<file path="config.mk">
export PLATFORM = sky130hd
export DESIGN_NAME = rqarb_top
export DESIGN_NICKNAME = d
export VERILOG_FILES = /design/src/rtl/rqarb_pkg.sv /design/src/rtl/rqarb_keygen.sv /design/src/rtl/rqarb_maxtree.sv /design/src/rtl/rqarb_top.sv
export SDC_FILE = /design/constraint.sdc
export NUM_CORES = 1
export LEC_CHECK = 0
export ABC_AREA = 1
export BUFFER_PORTS_ARGS = -buffer_cell sky130_fd_sc_hd__buf_2
export CAP_MARGIN = 30
export CELL_PAD_IN_SITES_DETAIL_PLACEMENT = 1
export CELL_PAD_IN_SITES_GLOBAL_PLACEMENT = 1
export CORE_MARGIN = 2
export CORE_UTILIZATION = 42
export DETAILED_ROUTE_END_ITERATION = 10
export HOLD_SLACK_MARGIN = 0.15
export PLACE_DENSITY = 0.9
export SLEW_MARGIN = 20
export SYNTH_ARGS = -nofsm -noshare
export SYNTH_HDL_FRONTEND = slang
export SYNTH_SLANG_ARGS = --single-unit
export TNS_END_PERCENT = 30
</file>
<file path="constraint.sdc">
create_clock -name clk_i -period 0.8 [get_ports clk_i]
set_clock_uncertainty 0.05 [all_clocks]
set_input_delay 0.04 -clock clk_i [delete_from_list [all_inputs] [get_ports clk_i]]
set_output_delay 0.04 -clock clk_i [all_outputs]
set_load 0.02 [all_outputs]
</file>
<file path="src/rtl/rqarb_pkg.sv">
package rqarb_pkg;

  // Modular distance from a stamp to the current sequence number, w bits wide.
  function automatic logic [31:0] wrap_age(input logic [31:0] now,
                                           input logic [31:0] stamp,
                                           input int unsigned w);
    logic [31:0] mask;
    mask = (w >= 32) ? 32'hFFFF_FFFF : ((32'd1 << w) - 32'd1);
    return (now - stamp) & mask;
  endfunction

  // Width of an index able to address n items (at least one bit).
  function automatic int unsigned idx_width(input int unsigned n);
    return (n > 1) ? $clog2(n) : 1;
  endfunction

endpackage

</file>
<file path="src/rtl/rqarb_keygen.sv">
module rqarb_keygen #(
  parameter int unsigned N    = 8,
  parameter int unsigned NCTX = 4,
  parameter int unsigned SW   = 6,
  localparam int unsigned CW  = rqarb_pkg::idx_width(NCTX),
  localparam int unsigned KW  = SW + 2
) (
  input  logic [N-1:0]      valid_i,
  input  logic [N*CW-1:0]   ctx_i,
  input  logic [N-1:0]      hit_i,
  input  logic [N*SW-1:0]   seq_i,
  input  logic [SW-1:0]     now_i,
  input  logic [NCTX-1:0]   penal_i,
  output logic [N*KW-1:0]   key_o,
  output logic [N-1:0]      elig_o,
  output logic [N-1:0]      cand_o
);
  localparam int unsigned CTXS = 1 << CW;

  // Contexts beyond NCTX read as not penalised.
  logic [CTXS-1:0] penal_ext;
  assign penal_ext = CTXS'(penal_i);

  assign cand_o = valid_i;

  for (genvar i = 0; i < N; i++) begin : g_slot
    logic [CW-1:0] ctx;
    logic [SW-1:0] age;
    logic          elig;
    assign ctx  = ctx_i[i*CW +: CW];
    assign elig = ~penal_ext[ctx];
    assign age  = SW'(rqarb_pkg::wrap_age(32'(now_i), 32'(seq_i[i*SW +: SW]), SW));
    assign elig_o[i] = elig;
    // Key order: group bit, then hit flag, then age (bigger = older).
    assign key_o[i*KW +: KW] = {elig, hit_i[i], age};
  end
endmodule

</file>
<file path="src/rtl/rqarb_maxtree.sv">
module rqarb_maxtree #(
  parameter int unsigned N  = 8,
  parameter int unsigned KW = 8,
  localparam int unsigned IW = rqarb_pkg::idx_width(N),
  localparam int unsigned P  = 1 << IW,
  localparam int unsigned NODES = 2 * P - 1
) (
  input  logic [N*KW-1:0] key_i,
  input  logic [N-1:0]    vld_i,
  output logic [KW-1:0]   win_key_o,
  output logic [IW-1:0]   win_idx_o,
  output logic            win_vld_o
);
  // Heap layout: node 0 is the root, leaves occupy P-1 .. 2P-2.
  logic [KW-1:0] nk [NODES];
  logic [IW-1:0] ni [NODES];
  logic          nv [NODES];

  for (genvar j = 0; j < P; j++) begin : g_leaf
    if (j < N) begin : g_real
      assign nk[P-1+j] = key_i[j*KW +: KW];
      assign nv[P-1+j] = vld_i[j];
    end else begin : g_pad
      assign nk[P-1+j] = '0;
      assign nv[P-1+j] = 1'b0;
    end
    assign ni[P-1+j] = IW'(j);
  end

  for (genvar i = 0; i < P - 1; i++) begin : g_node
    logic take_l;
    // The left subtree always holds lower indices, so equality keeps it (lowest index wins).
    assign take_l = nv[2*i+1] && (!nv[2*i+2] || (nk[2*i+1] >= nk[2*i+2]));
    assign nk[i] = take_l ? nk[2*i+1] : nk[2*i+2];
    assign ni[i] = take_l ? ni[2*i+1] : ni[2*i+2];
    assign nv[i] = nv[2*i+1] | nv[2*i+2];
  end

  assign win_key_o = nk[0];
  assign win_idx_o = ni[0];
  assign win_vld_o = nv[0];
endmodule

</file>
<file path="src/rtl/rqarb_top.sv">
module rqarb_top #(
  parameter int unsigned N    = 8,
  parameter int unsigned NCTX = 4,
  parameter int unsigned SW   = 6,
  localparam int unsigned CW  = rqarb_pkg::idx_width(NCTX),
  localparam int unsigned IW  = rqarb_pkg::idx_width(N),
  localparam int unsigned KW  = SW + 2
) (
  input  logic              clk_i,
  input  logic              rst_ni,
  input  logic [N-1:0]      req_valid_i,
  input  logic [N*CW-1:0]   req_ctx_i,
  input  logic [N-1:0]      req_hit_i,
  input  logic [N*SW-1:0]   req_seq_i,
  input  logic [SW-1:0]     now_seq_i,
  input  logic [NCTX-1:0]   blacklist_i,
  output logic [N-1:0]      grant_o,
  output logic [IW-1:0]     grant_idx_o,
  output logic              grant_valid_o
);
  // Named internal events, visible to the assertions below.
  logic [N*KW-1:0] key_w;
  logic [N-1:0]    elig_w;
  logic [N-1:0]    cand_w;
  logic [KW-1:0]   win_key_w;
  logic [IW-1:0]   win_idx_w;
  logic            win_vld_w;
  logic [N-1:0]    win_onehot_w;
  logic [N-1:0]    hot_w;
  logic            armed_q;

  rqarb_keygen #(.N(N), .NCTX(NCTX), .SW(SW)) keygen_i (
    .valid_i (req_valid_i),
    .ctx_i   (req_ctx_i),
    .hit_i   (req_hit_i),
    .seq_i   (req_seq_i),
    .now_i   (now_seq_i),
    .penal_i (blacklist_i),
    .key_o   (key_w),
    .elig_o  (elig_w),
    .cand_o  (cand_w)
  );

  rqarb_maxtree #(.N(N), .KW(KW)) tree_i (
    .key_i     (key_w),
    .vld_i     (cand_w),
    .win_key_o (win_key_w),
    .win_idx_o (win_idx_w),
    .win_vld_o (win_vld_w)
  );

  assign win_onehot_w = win_vld_w ? (N'(1) << win_idx_w) : '0;
  assign hot_w        = req_valid_i & elig_w & req_hit_i;

  always_ff @(posedge clk_i or negedge rst_ni) begin
    if (!rst_ni) begin
      grant_o       <= '0;
      grant_idx_o   <= '0;
      grant_valid_o <= 1'b0;
      armed_q       <= 1'b0;
    end else begin
      grant_o       <= win_onehot_w;
      grant_idx_o   <= win_vld_w ? win_idx_w : '0;
      grant_valid_o <= win_vld_w;
      armed_q       <= 1'b1;
    end
  end


  grant_onehot_chk: assert property (@(posedge clk_i) disable iff (!rst_ni)
    $onehot0(grant_o));


  grant_idx_match_chk: assert property (@(posedge clk_i) disable iff (!rst_ni)
    grant_valid_o |-> (grant_o == (N'(1) << grant_idx_o)));


  idle_no_grant_chk: assert property (@(posedge clk_i) disable iff (!rst_ni)
    (armed_q && ($past(req_valid_i) == '0)) |-> (!grant_valid_o && (grant_o == '0)));


  busy_grants_chk: assert property (@(posedge clk_i) disable iff (!rst_ni)
    (armed_q && ($past(req_valid_i) != '0)) |-> grant_valid_o);


  pick_valid_chk: assert property (@(posedge clk_i) disable iff (!rst_ni)
    (armed_q && grant_valid_o) |-> ((($past(req_valid_i) >> grant_idx_o) & N'(1)) != '0));


  group_first_chk: assert property (@(posedge clk_i) disable iff (!rst_ni)
    (armed_q && grant_valid_o && (($past(req_valid_i) & $past(elig_w)) != '0))
      |-> ((($past(elig_w) >> grant_idx_o) & N'(1)) != '0));


  hit_second_chk: assert property (@(posedge clk_i) disable iff (!rst_ni)
    (armed_q && grant_valid_o && ($past(hot_w) != '0))
      |-> ((($past(hot_w) >> grant_idx_o) & N'(1)) != '0));


  hold_between_chk: assert property (@(posedge clk_i) disable iff (!rst_ni)
    armed_q |-> (grant_valid_o == $past(win_vld_w)));
endmodule

</file>
==> flow_summary.toml, run 1 <==
[clock_tree]
cts_buffers = 3
cts-resized-gates = 127
holdBufCountCts = 1
cts_root_buf = "clkbuf_8"
clock_path_buffers = 2
cts.sinks = 12
postCtsSetupBuffers = 12
htreeDepth = 1

[synthesis]
synthCells = 711
yosysWarnings = 0
synth_seq_cells = 12
yosysMostFrequentCell = "nand2_1"
syn_avg_cell_area_um2 = 6.26
ys_seq_area_share_pct = 6.75
synth_cell_types = 35
synth.cell_area_um2 = 4450
yosys_most_used_dff = "dfrtp_1"
synth_largest_area_cell = "ha_1"
synth_common_cells = "nand2_1, inv_1, ha_1, a21oi_1, o21ai_0"
synthesis.nets = 903
synth_top_area_share_pct = 25.9
synth_area_leaders = "ha_1, nand2_1, inv_1"
ys_async_sr_fraction_pct = 100
synth-edff-count = 0

[die]
die_h_um = 107
fp.dieW_um = 107
initial_core_util_pct = 43.1
rows = 37
ios = 104

[run_status]
tool.error = "[ERROR DPL-0033] detailed placement checks failed during check placement."
lastStage = "4_1_cts"
status = "stopped before the end"

[placement]
dp_cells = 1102
place_congestion = 0.918
port_buffers = 103
dp_hpwl_um = 18600
==> cell families after synthesis <==
group	after synthesis	share of synthesized area (%)
AO/OA/AOI/OAI	124	15.9
XOR/XNOR	27	5.82
adder cells (fa/ha/maj)	100	29.5
buffers and inverters	148	13.7
flip-flops	12	6.75
AND/OR/NAND/NOR	300	28.3
==> metrics by stage <==
step | setup WS, ns | TNS [ns] | hold slack, ns | cell area, um^2
3_5_place_dp | -4.92 | -53.82 | -0.123 | 6350
2_1_floorplan | -3.57 | -38.80 | -0.306 | 4540
3_3_place_gp | -4.21 | -46.56 | -0.138 | 6350
==> inputs of run 2 (changes only) <==
--- a/config.mk
+++ b/config.mk
@@ -8,13 +8,10 @@
 export ABC_AREA = 1
 export BUFFER_PORTS_ARGS = -buffer_cell sky130_fd_sc_hd__buf_2
 export CAP_MARGIN = 30
-export CELL_PAD_IN_SITES_DETAIL_PLACEMENT = 1
-export CELL_PAD_IN_SITES_GLOBAL_PLACEMENT = 1
 export CORE_MARGIN = 2
-export CORE_UTILIZATION = 42
+export CORE_UTILIZATION = 30
 export DETAILED_ROUTE_END_ITERATION = 10
-export HOLD_SLACK_MARGIN = 0.15
-export PLACE_DENSITY = 0.9
+export PLACE_DENSITY_LB_ADDON = 0.15
 export SLEW_MARGIN = 20
 export SYNTH_ARGS = -nofsm -noshare
 export SYNTH_HDL_FRONTEND = slang
==> run 2 against run 1 <==
Against the previous run:
- the flow now finishes, with violations (negative setup slack)
- synthesized cell count unchanged
- synthesized area unchanged
==> flow_summary.toml, run 2 <==
[global_route]
grt_pass1_vias = 5077
grt_max_degree = 13
antenna_found_initial = 0
track_usage_pct = 16.9
overflow = 0
grt_pass1_wl_um = 22800

[layout]
reg_top3 = "grant_o x8, grant_idx_o x3, grant_valid_o x1"
antenna_cells = 0
drive_gt1_share_pct = 43.5
regMostFlops = "grant_o"
mostFrequentLayoutCells = "nand2_1, buf_4, inv_1"
utilization_pct = 50.8
area_growth_pct = 65.8
final_nets = 1200
largest_reg_flops = 8
final_common_cell = "nand2_1"
fin_cells = 1190

[synthesis]
synth_compound_area_share_pct = 15.9
yosysWarnings = 0
synth-simple-area-share_pct = 28.3
synth_largest_area_cell = "ha_1"
synth_xor_area_share_pct = 5.82
yosys.area_share.adder_pct = 29.5
synth_seq_cells = 12
yosys_most_used_dff = "dfrtp_1"
synth_top_family_by_area = "adder cells"
synth.mux.area_fraction_pct = 0
synth_cell_types = 35
synth_area_leaders = "ha_1, nand2_1, inv_1"
yosysMostFrequentCell = "nand2_1"
synth-edff-count = 0
synth.cell_area_um2 = 4450
synth_common_cells = "nand2_1, inv_1, ha_1, a21oi_1, o21ai_0"
synth_top_area_share_pct = 25.9
synthCells = 711
ys_seq_area_share_pct = 6.75
synthesis.nets = 903
ys_async_sr_fraction_pct = 100
syn_avg_cell_area_um2 = 6.26

[timing]
period_share_pct = 585
fmaxAchievable_mhz = 214
drv_slew = 0
tightest_slew_ns = 0.443
hold_violations = 0
setup_violations = 24
min_period_ns = 4.68
rsz0062_at_grt = "yes"
tns_ns = -42.72
slew_headroom_pct = 70.3
setup_ws_ns = -3.88
holdWs_ns = 0.156

[setup_path]
cp-end-kind = "flop"
critical_path_arrival_ns = 4.79
max_stage_delay_ns = 0.55
cp_max_fo = 8
slowest_stage = "fa_2"
worstPathRequired_ns = 0.91
setup.worst_path.start_class = "input pin"
crit_type = "in -> reg"
worst_path_most_repeated_cell = "nand2_1"

[die]
initial_core_util_pct = 30.6
fp.dieW_um = 126
core-area_um2 = 14500
ios = 104
die_area_um2 = 15800
rows = 44
die_h_um = 126

[routing]
top_layer = "met4"
vias_per_cell = 4.46
drc_errors = 0
wl_per_cell_um = 11.4
wl_um = 13600
dr_wl_met3_um = 485
wl_met1_um = 6620
drtIter0Drc = 138
antenna_left = 0
firstDrtPassIters = 6
wl_met2_um = 6380
num_vias = 5313

[placement]
port_buffers = 103
place_congestion = 0.815
dp_hpwl_um = 11200
dp_cells = 1159

[job]
cap_violations = 0

[clock_tree]
cts_root_buf = "clkbuf_16"
cts.sinks = 12
clk_pin_slew_ns = 0.04
cts_buffers = 3
cts_tree = "built"
clock_path_buffers = 2
htreeDepth = 1

[run_status]
status = "complete, but fails checks"
violations = "negative setup slack"

[hold_path]
hold_path.class = "in -> async"

[power]
p_leak_nw = 4.15
power_density_nw_per_um2 = 1540
peakVddDrop_mv = 0.734
p_total_mw = 11.4
-- run 2: cell counts after synthesis --
No cell type changed its count.
-- run 2: timing repair --
action                                  in CTS  in global routing
gates cloned                                 5                  1
pin swaps                                   39                 45
endpoints found under the hold margin       12                  0
resized for setup                          102                 52
buffers inserted                            15                  7
endpoints found under the setup margin      24                 24
hold buffers                                 1                  0
-- run 2: cell type report --
cell class	instances	area, um^2
clock buffer	3	75.1
fill	1525	7150
inverter	141	566
multi-input combinational	554	4200
sequential	12	300
tap	184	230
timing repair buffer	293	1980
timing repair inverter	3	31.3
-- run 2: worst paths after layout --
kind | from | to | slack (ns) | cells after the start
setup / recovery | now_seq_i[0] | grant_o[4]$_DFF_PN0_ | -3.88 | 38
hold / removal | rst_ni | grant_idx_o[2]$_DFF_PN0_ | 0.16 | 2
max in group asynchronous | rst_ni | grant_o[7]$_DFF_PN0_ | 0.34 | 2
min in group clk_i | req_valid_i[2] | grant_o[3]$_DFF_PN0_ | 0.33 | 5
-- run 2: kinds of logic after synthesis --
| group | after synthesis |
|---|---|
| buffers and inverters | 148 |
| adder cells (fa/ha/maj) | 100 |
| flip-flops | 12 |
| AND/OR/NAND/NOR | 300 |
| AO/OA/AOI/OAI | 124 |
| XOR/XNOR | 27 |
-- run 2: through the flow --
step / area, um^2 / setup slack [ns]
final: 7380 / -3.88
after global routing: 7380 / -4.23
after CTS: 7110 / -3.69
after detailed placement: 6460 / -4.48
after global placement: 6460 / -4.39
after floorplan: 4540 / -3.57
-- run 2: worst max-delay path: cells and delay by family --
kind	cells	cell delay [ns]
and+or+nand+nor	20	1.76
buffers and inverters	6	0.75
adders and majority gates	5	1.45
AOI/OAI and AO/OA	7	0.80
-- run 2: per-layer routing --
layer | up-vias | GRT usage, %
li1 | 2894 | -
met1 | 2317 | 23.1
met2 | 92 | 30.2
met3 | 10 | 1.06
met4 | 0 | 2.20
met5 | - | 0
-- run 2: power by group --
part           internal (mW)  leakage (nW)  switching [mW]
Clock                  0.647        0.0370           0.219
Combinational           4.62          3.97            5.01
Sequential             0.836         0.148          0.0529
Total                   6.11          4.15            5.29
No activity file was read; power rests on OpenSTA's default activity.
==> inputs of run 3 (changes only) <==
--- a/config.mk
+++ b/config.mk
@@ -5,7 +5,6 @@
 export SDC_FILE = /design/constraint.sdc
 export NUM_CORES = 1
 export LEC_CHECK = 0
-export ABC_AREA = 1
 export BUFFER_PORTS_ARGS = -buffer_cell sky130_fd_sc_hd__buf_2
 export CAP_MARGIN = 30
 export CORE_MARGIN = 2
==> run 3 against run 2 <==
Against the previous run:
- total power grew 2.5%
- via count shrank 14%
- hold slack lost 0.0027 ns
- fmax shrank 21%
- largest power group unchanged
- sequential power grew 0.6%
- combinational power grew 1%
- largest cell class unchanged
- the run still ends with negative setup slack left
- global-route usage grew 0.41 points
==> flow_summary.toml, run 3 <==
[synthesis]
synth_cell_types = 45
synth-edff-count = 0
synth_xor_area_share_pct = 5.00
synth_area_leaders = "ha_1, mux2i_1, inv_1"
synthesis.nets = 699
ys_seq_area_share_pct = 7.14
synth_seq_cells = 12
yosys.area_share.adder_pct = 31.2
ys_async_sr_fraction_pct = 100
synth-simple-area-share_pct = 12.1
synth_compound_area_share_pct = 20.0
synth_common_cells = "ha_1, inv_1, mux2i_1, a21oi_1, nor2_1"
synth.mux.area_fraction_pct = 15.5
synthCells = 507
synth_largest_area_cell = "ha_1"
synth_top_family_by_area = "adder cells"
synth_top_area_share_pct = 27.4
synth.cell_area_um2 = 4200
yosys_most_used_dff = "dfrtp_1"
syn_avg_cell_area_um2 = 8.29
yosysWarnings = 0

[layout]
mostFrequentLayoutCells = "buf_4, buf_2, inv_1"
drive_gt1_share_pct = 46.9
utilization_pct = 49.6
fin_cells = 976
final_common_cell = "buf_4"
final_nets = 989
antenna_cells = 0
regMostFlops = "grant_o"
area_growth_pct = 62.6
reg_top3 = "grant_o x8, grant_idx_o x3, grant_valid_o x1"
largest_reg_flops = 8

[clock_tree]
cts.sinks = 12
htreeDepth = 1
cts_buffers = 3
clk_pin_slew_ns = 0.04
cts_tree = "built"
cts_root_buf = "clkbuf_16"
clock_path_buffers = 2

[global_route]
grt_pass1_vias = 4651
antenna_found_initial = 0
grt_max_degree = 13
overflow = 0
grt_pass1_wl_um = 21100
track_usage_pct = 17.3

[power]
p_leak_nw = 3.74
peakVddDrop_mv = 0.853
power_density_nw_per_um2 = 1710
p_total_mw = 11.7

[timing]
min_period_ns = 5.89
setup_violations = 24
tns_ns = -55.51
fmaxAchievable_mhz = 170
period_share_pct = 736
slew_headroom_pct = 67.8
holdWs_ns = 0.153
hold_violations = 0
rsz0062_at_grt = "yes"
tightest_slew_ns = 0.480
setup_ws_ns = -5.09
drv_slew = 0

[routing]
vias_per_cell = 4.68
wl_per_cell_um = 13.4
wl_um = 13000
firstDrtPassIters = 4
drc_errors = 0
num_vias = 4568
antenna_left = 0
drtIter0Drc = 106

[die]
die_area_um2 = 15000
initial_core_util_pct = 30.5
die_h_um = 122
ios = 104
rows = 43
core-area_um2 = 13800
fp.dieW_um = 122

[setup_path]
critPathLaunch = "now_seq_i[0]"
crit_type = "in -> reg"
cp-end-kind = "flop"
critical_path_arrival_ns = 5.95
slowest_stage = "or3_1"
worstPathRequired_ns = 0.86
cp_max_fo = 6
max_stage_delay_ns = 0.40
setup.worst_path.start_class = "input pin"
worst_path_most_repeated_cell = "a21o_1"

[job]
cap_violations = 0

[run_status]
status = "complete, but fails checks"
violations = "negative setup slack"

[placement]
port_buffers = 103
place_congestion = 0.828
dp_hpwl_um = 11700
dp_cells = 960

[hold_path]
hold_path.class = "in -> async"
## run 3: changes by cell type in the layout (fill, tap and decap cells not counted), sizes merged, moves of 11 or more
cell	delta
nand2	-208
o21ai	-51
inv	-48
mux2i	+38
nand3	-23
a21o	+19
nor3	+13
o21a	+13
nand4	-12
a21oi	-11
nor2	-11
## run 3: path summary, 6_finish.rpt
path	end	slack (ns)	cells past startpoint
hold / removal	grant_valid_o$_DFF_PN0_	0.15	2
min in group clk_i	grant_valid_o$_DFF_PN0_	0.34	6
setup / recovery	grant_o[7]$_DFF_PN0_	-5.09	33
max in group asynchronous	grant_idx_o[2]$_DFF_PN0_	0.35	2
## run 3: cell families (layout without fill, tap and decap cells)
group | after synthesis | count (layout)
compound gates | 124 | 124
fa+ha+maj | 100 | 100
buf+inv | 98 | 387
simple gates | 95 | 95
mux | 54 | 54
xor+xnor | 24 | 24
flops | 12 | 12
## run 3: through the flow
stage                     worst slack, ns  area (um^2)
after detailed placement            -5.58         6360
after floorplan                     -4.92         4340
final                               -5.09         6840
after global routing                -5.42         6840
after global placement              -5.48         6360
after CTS                           -5.06         6650
## run 3: final cells by class
type | count | area (um^2)
Tap cell | 180 | 225
Timing Repair Buffer | 290 | 1970
Sequential cell | 12 | 300
Fill cell | 1372 | 6940
Inverter | 93 | 353
Clock buffer | 4 | 88.8
Multi-Input combinational cell | 397 | 3900
## run 3: worst max-delay path, delay by kind of cell
kind / cells / cell delay (ns)
multiplexers: 2 / 0.61
AND/OR/NAND/NOR: 8 / 1.34
buffers and inverters: 4 / 0.35
adder cells (fa/ha/maj): 5 / 1.21
XOR/XNOR: 1 / 0.20
AO/OA/AOI/OAI: 13 / 2.21
## run 3: metal layers
layer  global-route usage [%]  up-vias  part of all wire, %
met3                    0.976        8                  3.3
met2                     30.8       79                   48
li1                         -     2401                    -
met5                        0        -                    0
met4                     3.02        0                 0.84
met1                     23.4     2080                   48
## run 3: timing repair
item,4_1_cts,5_1_grt
hold buffers,1,0
setup buffers,8,3
hold endpoints to repair,12,0
pin swaps,11,23
setup endpoints to repair,24,24
gates cloned,0,0
gates resized for setup,28,32
## run 3: report_power, final
| group | total, mW | internal (mW) | switching (mW) |
|---|---|---|---|
| Sequential | 0.894 | 0.831 | 0.0631 |
| Clock | 1.00 | 0.753 | 0.247 |
| Combinational | 9.78 | 5.29 | 4.49 |
==> inputs of run 4 (changes only) <==
--- a/config.mk
+++ b/config.mk
@@ -10,7 +10,7 @@
 export CORE_MARGIN = 2
 export CORE_UTILIZATION = 30
 export DETAILED_ROUTE_END_ITERATION = 10
-export PLACE_DENSITY_LB_ADDON = 0.15
+export PLACE_DENSITY = 0.48
 export SLEW_MARGIN = 20
 export SYNTH_ARGS = -nofsm -noshare
 export SYNTH_HDL_FRONTEND = slang
==> run 4 against run 3 <==
Against the previous run:
- the run still ends with negative setup slack left
- critical path type unchanged
- sequential power about the same
- non-clock buffer count grew 1
- core utilization rose by 1.3 points
- total power rose by 5.3%
- clock power about the same
- largest cell class unchanged
- largest power group unchanged
==> flow_summary.toml, run 4 (synthesized netlist as in run 3, its figures left out) <==
[layout]
antenna_cells = 0
fin_cells = 977
reg_top3 = "grant_o x8, grant_idx_o x3, grant_valid_o x1"
area_growth_pct = 67.0
final_nets = 990
largest_reg_flops = 8
register_area_um2 = 300
multiInputGateArea_um2 = 4010
fill_cells = 1371
drive_gt1_share_pct = 49.3
mostFrequentLayoutCells = "buf_4, buf_2, inv_1"
utilization_pct = 51.0
regMostFlops = "grant_o"
final_common_cell = "buf_4"
design_area_um2 = 7020

[run_status]
status = "complete, but fails checks"
violations = "negative setup slack"

[routing]
firstDrtPassIters = 4
wl_per_cell_um = 13.6
vias_per_cell = 4.73
num_vias = 4623
antenna_left = 0
wl_um = 13300
drc_errors = 0
drtIter0Drc = 107

[setup_path]
worst_path_most_repeated_cell = "a21o_1"
slowest_stage = "a211o_4"
cp.depth = 33
setup.worst_path.start_class = "input pin"
crit_type = "in -> reg"
worstPathRequired_ns = 0.86
critical_path_arrival_ns = 5.96
cp_max_fo = 5
cp-end-kind = "flop"
crit_family = "compound AO/OA/AOI/OAI gates"
max_stage_delay_ns = 0.38
critPathBufInv = 5

[placement]
dp_hpwl_um = 11500
dp_cells = 950
port_buffers = 103
place_area_um2 = 6320
place_congestion = 0.797

[power]
power_density_nw_per_um2 = 1750
p_total_mw = 12.3
p_leak_nw = 3.78
peakVddDrop_mv = 0.885

[global_route]
grt_pass1_wl_um = 21700
antenna_found_initial = 0
track_usage_pct = 17.8
grt_max_degree = 13
overflow = 0
grt_pass1_vias = 4738

[timing]
rsz0062_at_grt = "yes"
tns_ns = -55.65
tightest_slew_ns = 0.536
setup_violations = 24
min_period_ns = 5.90
drv_slew = 0
hold_violations = 0
setup_ws_ns = -5.10
period_share_pct = 737
slew_headroom_pct = 64.0
fmaxAchievable_mhz = 170

[clock_tree]
cts_root_buf = "clkbuf_16"
cts_buffers = 3
cts_tree = "built"
clock_path_buffers = 2
htreeDepth = 1
clk_pin_slew_ns = 0.04
cts.sinks = 12

[die]
die_area_um2 = 15000
initial_core_util_pct = 30.5
die_h_um = 122
core-area_um2 = 13800
fp.dieW_um = 122
rows = 43
ios = 104

[job]
cap_violations = 0

[hold_path]
hold_path.class = "in -> async"
==> run 4: cell types whose count changed in the layout (fill, tap and decap cells not counted), sizes merged <==
| cell | previous run | this run |
|---|---|---|
| buf | 289 | 290 |
==> run 4: worst max-delay path by stage <==
stage                      start                  endpoint
finish              now_seq_i[0]      grant_o[7]$_DFF_PN0_
global route        now_seq_i[0]      grant_o[7]$_DFF_PN0_
CTS                 now_seq_i[0]      grant_o[7]$_DFF_PN0_
detailed placement  now_seq_i[0]      grant_o[7]$_DFF_PN0_
global placement    now_seq_i[0]  grant_idx_o[0]$_DFF_PN0_
floorplan           now_seq_i[0]      grant_o[7]$_DFF_PN0_
==> run 4: power breakdown <==
part | switching (mW) | total, mW | internal, mW | leakage [nW]
Clock | 0.242 | 0.994 | 0.753 | 0.0442
Sequential | 0.0631 | 0.894 | 0.830 | 0.149
Combinational | 4.82 | 10.4 | 5.58 | 3.59
==> run 4: what timing repair did <==
| action | in CTS | in global routing |
|---|---|---|
| hold buffers | 1 | 0 |
| setup endpoints to repair | 24 | 24 |
| setup buffers | 17 | 5 |
| endpoints found under the hold margin | 12 | 0 |
| pin swaps | 11 | 21 |
| resized for setup | 48 | 42 |
==> run 4: per-stage QoR <==
stage          hold WS, ns  setup WS, ns
4_1_cts              0.177         -4.98
2_1_floorplan       -0.306         -4.92
5_1_grt              0.189         -5.37
3_5_place_dp        -0.121         -5.52
6_report             0.167         -5.10
3_3_place_gp        -0.128         -5.37
==> run 4: cell type report <==
cell class	instances	area share, %
Inverter	93	5.06
Tap cell	180	3.21
Sequential cell	12	4.28
Clock buffer	4	1.27
Multi-Input combinational cell	397	57.1
Timing Repair Buffer	291	29.1
==> run 4: routing by layer <==
layer  up-vias  GRT usage, %  routed length, um
met2        80          32.6               6430
met3         2          1.12                470
li1       2402             -                  -
met4         0          1.94                 21
met5         -             0                  0
met1      2139          23.6               6390
